===== src/rtl/ssm_pkg.sv =====
package ssm_pkg;

    typedef enum logic [1:0] {
        ST_IDLE = 2'd0,
        ST_RISE = 2'd1,
        ST_FALL = 2'd2
    } ssm_state_e;

    // down is the top bit; the checker decodes it there
    typedef struct packed {
        logic       down;
        logic       mult4;
        logic [1:0] depth;
    } ssm_cfg_t;

    function automatic int unsigned depth_span(input logic [1:0] sel, input int unsigned full);
        unique case (sel)
            2'd0:    return 0;
            2'd1:    return full / 4;
            2'd2:    return full / 2;
            default: return full;
        endcase
    endfunction

endpackage


===== src/rtl/ssm_rate_accum.sv =====
module ssm_rate_accum #(
    parameter int ACC_W = 12
) (
    input  logic             clk,
    input  logic             rst_n,
    input  logic             clear,
    input  logic             run,
    input  logic [ACC_W-1:0] incr,
    input  logic [ACC_W-1:0] modulus,
    output logic             step
);
    logic [ACC_W-1:0] acc_q;
    logic [ACC_W:0]   sum;
    logic [ACC_W:0]   wrapped;

    always_comb begin
        sum     = {1'b0, acc_q} + {1'b0, incr};
        wrapped = sum - {1'b0, modulus};
        step    = run && (sum >= {1'b0, modulus});
    end

    always_ff @(posedge clk or negedge rst_n) begin
        if (!rst_n) begin
            acc_q <= '0;
        end else if (clear) begin
            acc_q <= '0;
        end else if (run) begin
            acc_q <= step ? wrapped[ACC_W-1:0] : sum[ACC_W-1:0];
        end
    end
endmodule


===== src/rtl/ssm_code_map.sv =====
module ssm_code_map #(
    parameter int CODE_W = 8,
    parameter int LVL_W  = 8
) (
    input  logic [LVL_W-1:0]         level,
    input  logic [LVL_W-1:0]         span,
    input  logic                     down,
    input  logic                     active,
    output logic signed [CODE_W-1:0] code
);
    localparam int EXT_W = LVL_W + 2;

    logic signed [EXT_W-1:0] lv;
    logic signed [EXT_W-1:0] half;
    logic signed [EXT_W-1:0] raw;

    always_comb begin
        lv   = $signed({2'b00, level});
        half = $signed({2'b00, span}) >>> 1;
        if (!active) begin
            raw = '0;
        end else if (down) begin
            raw = -lv;
        end else begin
            raw = half - lv;
        end
        code = CODE_W'(raw);
    end
endmodule


===== src/rtl/ssm_profile_gen.sv =====
module ssm_profile_gen #(
    parameter int CODE_W     = 8,
    parameter int FULL_DEPTH = 128,
    parameter int PERIOD_X1  = 750,
    parameter int PERIOD_X4  = 1125
) (
    input  logic                     clk,
    input  logic                     rst_n,
    input  logic                     en,
    input  logic [1:0]               depth_sel,
    input  logic                     down_sel,
    input  logic                     mult4_sel,
    output logic signed [CODE_W-1:0] offset_code,
    output logic                     period_start
);
    import ssm_pkg::*;

    localparam int P_MAX = (PERIOD_X4 > PERIOD_X1) ? PERIOD_X4 : PERIOD_X1;
    localparam int ACC_W = $clog2(P_MAX) + 1;
    localparam int LVL_W = $clog2(FULL_DEPTH + 1);

    ssm_state_e state_q, state_d;
    ssm_cfg_t   cfg_q, cfg_d, cfg_in;
    logic [LVL_W-1:0] level_q, level_d;
    logic [LVL_W-1:0] span_q, span_d;
    logic [ACC_W-1:0] incr, modulus;
    logic             step, go, capture, boundary, peak, acc_clear, acc_run;
    logic signed [CODE_W-1:0] code_d;

    always_comb begin
        cfg_in   = '{down: down_sel, mult4: mult4_sel, depth: depth_sel};
        go       = en && (depth_sel != 2'd0);
        span_q   = LVL_W'(depth_span(cfg_q.depth, FULL_DEPTH));
        incr     = ACC_W'(2 * int'(span_q));
        modulus  = ACC_W'(cfg_q.mult4 ? PERIOD_X4 : PERIOD_X1);
        peak     = (state_q == ST_RISE) && step &&
                   (({1'b0, level_q} + 1'b1) == {1'b0, span_q});
        boundary = (state_q == ST_FALL) && step && (level_q == LVL_W'(1));
        capture  = go && ((state_q == ST_IDLE) || boundary);
    end

    // next-state decode
    always_comb begin
        state_d = state_q;
        unique case (state_q)
            ST_IDLE: state_d = go ? ST_RISE : ST_IDLE;
            ST_RISE: begin
                if (!en)       state_d = ST_IDLE;
                else if (peak) state_d = ST_FALL;
            end
            ST_FALL: begin
                if (!en)           state_d = ST_IDLE;
                else if (boundary) state_d = go ? ST_RISE : ST_IDLE;
            end
            default: state_d = ST_IDLE;
        endcase
    end

    // datapath next values
    always_comb begin
        cfg_d   = capture ? cfg_in : cfg_q;
        span_d  = LVL_W'(depth_span(cfg_d.depth, FULL_DEPTH));
        level_d = level_q;
        if (state_d == ST_IDLE || capture) begin
            level_d = '0;
        end else if (step) begin
            level_d = (state_q == ST_RISE) ? level_q + 1'b1 : level_q - 1'b1;
        end
        acc_clear = (state_q == ST_IDLE) || capture || !en;
        acc_run   = (state_q != ST_IDLE);
    end

    ssm_rate_accum #(.ACC_W(ACC_W)) u_accum (
        .clk     (clk),
        .rst_n   (rst_n),
        .clear   (acc_clear),
        .run     (acc_run),
        .incr    (incr),
        .modulus (modulus),
        .step    (step)
    );

    ssm_code_map #(.CODE_W(CODE_W), .LVL_W(LVL_W)) u_map (
        .level  (level_d),
        .span   (span_d),
        .down   (cfg_d.down),
        .active (state_d != ST_IDLE),
        .code   (code_d)
    );

    // state register
    always_ff @(posedge clk or negedge rst_n) begin
        if (!rst_n) state_q <= ST_IDLE;
        else        state_q <= state_d;
    end

    // outputs and datapath registers
    always_ff @(posedge clk or negedge rst_n) begin
        if (!rst_n) begin
            cfg_q        <= '{down: 1'b1, mult4: 1'b0, depth: 2'd3};
            level_q      <= '0;
            offset_code  <= '0;
            period_start <= 1'b0;
        end else begin
            cfg_q        <= cfg_d;
            level_q      <= level_d;
            offset_code  <= code_d;
            period_start <= capture;
        end
    end
endmodule


===== config.mk =====
export PLATFORM = sky130hd
export DESIGN_NAME = ssm_profile_gen
export DESIGN_NICKNAME = d
export VERILOG_FILES = /design/src/rtl/ssm_pkg.sv /design/src/rtl/ssm_rate_accum.sv /design/src/rtl/ssm_code_map.sv /design/src/rtl/ssm_profile_gen.sv
export SDC_FILE = /design/constraint.sdc
export NUM_CORES = 1
export LEC_CHECK = 0
export ABC_CLOCK_PERIOD_IN_PS = 4900
export BUFFER_PORTS_ARGS = -buffer_cell sky130_fd_sc_hd__buf_2
export CORE_ASPECT_RATIO = 1.75
export CORE_MARGIN = 3
export CORE_UTILIZATION = 55
export DETAILED_ROUTE_END_ITERATION = 8
export HOLD_SLACK_MARGIN = 0.05
export PLACE_DENSITY = 0.83
export SKIP_CTS_REPAIR_TIMING = 1
export SLEW_MARGIN = 15
export SYNTH_ARGS = -nofsm -noshare
export SYNTH_HDL_FRONTEND = slang
export SYNTH_SLANG_ARGS = --single-unit

===== constraint.sdc =====
create_clock -name clk -period 4.9 [get_ports clk]
set_input_delay 0.98 -clock clk [delete_from_list [all_inputs] [get_ports clk]]
set_output_delay 0.98 -clock clk [all_outputs]
set_load 0.1 [all_outputs]

==> reports/qor.yml <==
crit_buf_inv: 4
grt_pass1_wl_um: 10700
max_freq_mhz: 208
layout_setup_ws_ns: 0.0984
final_cell_area_um2: 3100
finClkSkew_ns: 0.0102
met2_usage_pct: 42.5
clock_path_buffers: 2
clock_latency_ns: 0.30
ys_seq_area_share_pct: 32.6
relSlewSlack_pct: 46.4
timing.max_cap.violations: 0
synth_edf_count: 0
fin_crit_ns: 4.80
nets: 357
htree_num_levels: 2
fp.dieH_um: 98.7
die_area_um2: 5820
powerDensity_nw_per_um2: 320
yosys-top-cells-area: "dfrtp_1 30%, ha_1 7.9%, xnor2_1 6.2%"
wl_per_cell_um: 18.2
finalCoreUtilization_pct: 65.8
crit_fanout: 7
placed_cells: 367
syn_area_per_cell_um2: 8.94
synth-seq-cells: 35
die_width_um: 59.0
firstDrtPassIters: 4
setup_violations: 0
tns_ns: 0
clk_pin_slew_ns: 0.08
hold_viol_final: 0
gp_congestion: 0.940
yosysWarnings: 0
start_kind: "register"
yosysMostFrequentCell: "dfrtp_1"
hpwl_um: 5120
insertedDiodeCount: 0
synth_top_area_share_pct: 29.7
critical_path_class: "reg -> reg"
grt_usage_pct: 24.2
synthCells: 302
fp.coreArea_um2: 4710
numCtsBuffers: 5
fin_crit_sh_pct: 98.0
peakVddDrop_uv: 266
path_cells: "inv_1 -> nor2_1 -> ha_2 -> inv_1 -> fa_2 -> nor2b_2 -> o21ai_1 -> xnor2_1 -> ha_1 -> nor3_1 -> o2bb2ai_4 -> nand4_4 -> o21ai_4 -> a2111oi_4 -> buf_4 -> a31oi_2 -> nor2_2 -> ha_1 -> inv_2 -> a221oi_2 -> a2111oi_2 -> o21bai_1 -> mux2i_1"
p_leak_nw: 1.41
synth_common_cells: "32 x dfrtp_1, 30 x nor2_1, 24 x inv_1"
end_kind: "register"
drt_iter0_markers: 106
place_area_um2: 2860
grt_pass1_vias: 2260
root_buffer: "clkbuf_8"
synth_cell_type_count: 63
synth_top_cell_by_area: "dfrtp_1"
cpMaxStageDelayCell: "dfstp_2"
hold_path.class: "reg -> reg"
use_met1_pct: 25.3
grt_max_degree: 36
worst_slew_pin_slew_ns: 0.804
power.total_mw: 0.993
avgViaCountPerCell: 6.20
crit_arrival_ns: 5.02
synthArstFlopShare_pct: 100
wl_um: 7000
ys.flop_type: "dfrtp_1"
drive_above_1_share_pct: 22.3
start_util_pct: 57.3
tritoncts: "yes"
whs_ns: 0.560
cp.required_ns: 5.12
grt-busiest-layer: "met2"
antenna_found_initial: 0
ant_nets: 0
status: "complete, no violations"
final_cells: 384
synth_area_um2: 2700
drv_slew: 0
drc: 0
place_ws_ns: -0.0416
critPathTopFamily: "compound AO/OA/AOI/OAI gates"
synthesis.nets: 328
area_growth_pct: 14.8
overflow: 0
cts_sinks: 35
cpPeakStageDelay_ns: 0.55
io_pins: 16
dr_total_vias: 2380
grt_use_met3_pct: 3.28
rows: 33
portBuffers: 15
==> per-layer routing <==
layer	up-vias	wire length [um]
li1	1131	-
met1	1118	2490
met2	92	3720
met3	39	265
met4	0	523
met5	-	0
==> cell type report <==
class | count | area (um2)
multi-input combinational | 233 | 1760
fill | 366 | 1610
sequential | 35 | 880
timing repair buffer | 32 | 203
inverter | 24 | 90.1
clock buffer | 7 | 76.3
tap | 52 | 65.1
clock inverter | 1 | 30.0
==> layout by cell type (no fill, tap or decap), types with 6 or more instances in the layout <==
master | netlist | routed
buf_4 | 0 | 17
o211ai_1 | 7 | 7
nand3_1 | 12 | 12
a211oi_1 | 7 | 7
a21oi_1 | 11 | 11
o21ai_0 | 10 | 9
nor3_1 | 6 | 6
buf_2 | 2 | 15
and2_1 | 7 | 7
xor2_1 | 7 | 7
ha_1 | 17 | 16
dfrtp_1 | 32 | 32
inv_1 | 24 | 23
nand2_1 | 22 | 22
xnor2_1 | 19 | 19
nor2_1 | 30 | 29
==> tightest hold or removal path: stages, from the launching register on <==
cell,delay [ns]
dfrtp_1,0.37
nor2_1,0.10
a211oi_1,0.05
==> final timing paths <==
check / startpoint / to / slack [ns] / cells past startpoint
hold / removal: u_accum.acc_q[0] / u_accum.acc_q[0] / 0.56 / 2
setup / recovery: cfg_q[0] / offset_code[7] / 0.1 / 23
hold reg to reg: u_accum.acc_q[0] / u_accum.acc_q[0] / 0.56 / 2
min in group asynchronous: rst_n / state_q[1] / 0.77 / 1
setup reg to reg: cfg_q[0] / offset_code[7] / 0.1 / 23
max in group asynchronous: rst_n / period_start / 3.62 / 1
==> report_power, final <==
group	switching, mW	total [mW]	leakage, nW	internal, mW
logic	0.250	0.399	0.886	0.149
registers	0.0206	0.335	0.472	0.314
clock network	0.107	0.260	0.0524	0.152
total	0.378	0.993	1.41	0.615
==> flip-flops by register name, summed over array words and instances (netlist names) <==
| name | count |
|---|---|
| u_accum.acc_q | 12 |
| level_q | 8 |
| offset_code | 8 |
| cfg_q | 4 |
| state_q | 2 |
| period_start | 1 |
==> cells by family (layout without fill, tap and decap cells) <==
group           Yosys count  after routing  share of synthesized area [%]
buf+inv                  34             64                           4.82
compound gates           70             70                           19.9
fa+ha+maj                19             19                           9.36
xor+xnor                 28             28                           9.87
simple gates            112            112                           21.9
flops                    35             35                           32.6
mux                       4              4                           1.58
Note: power is estimated with default switching activity, not from simulation.
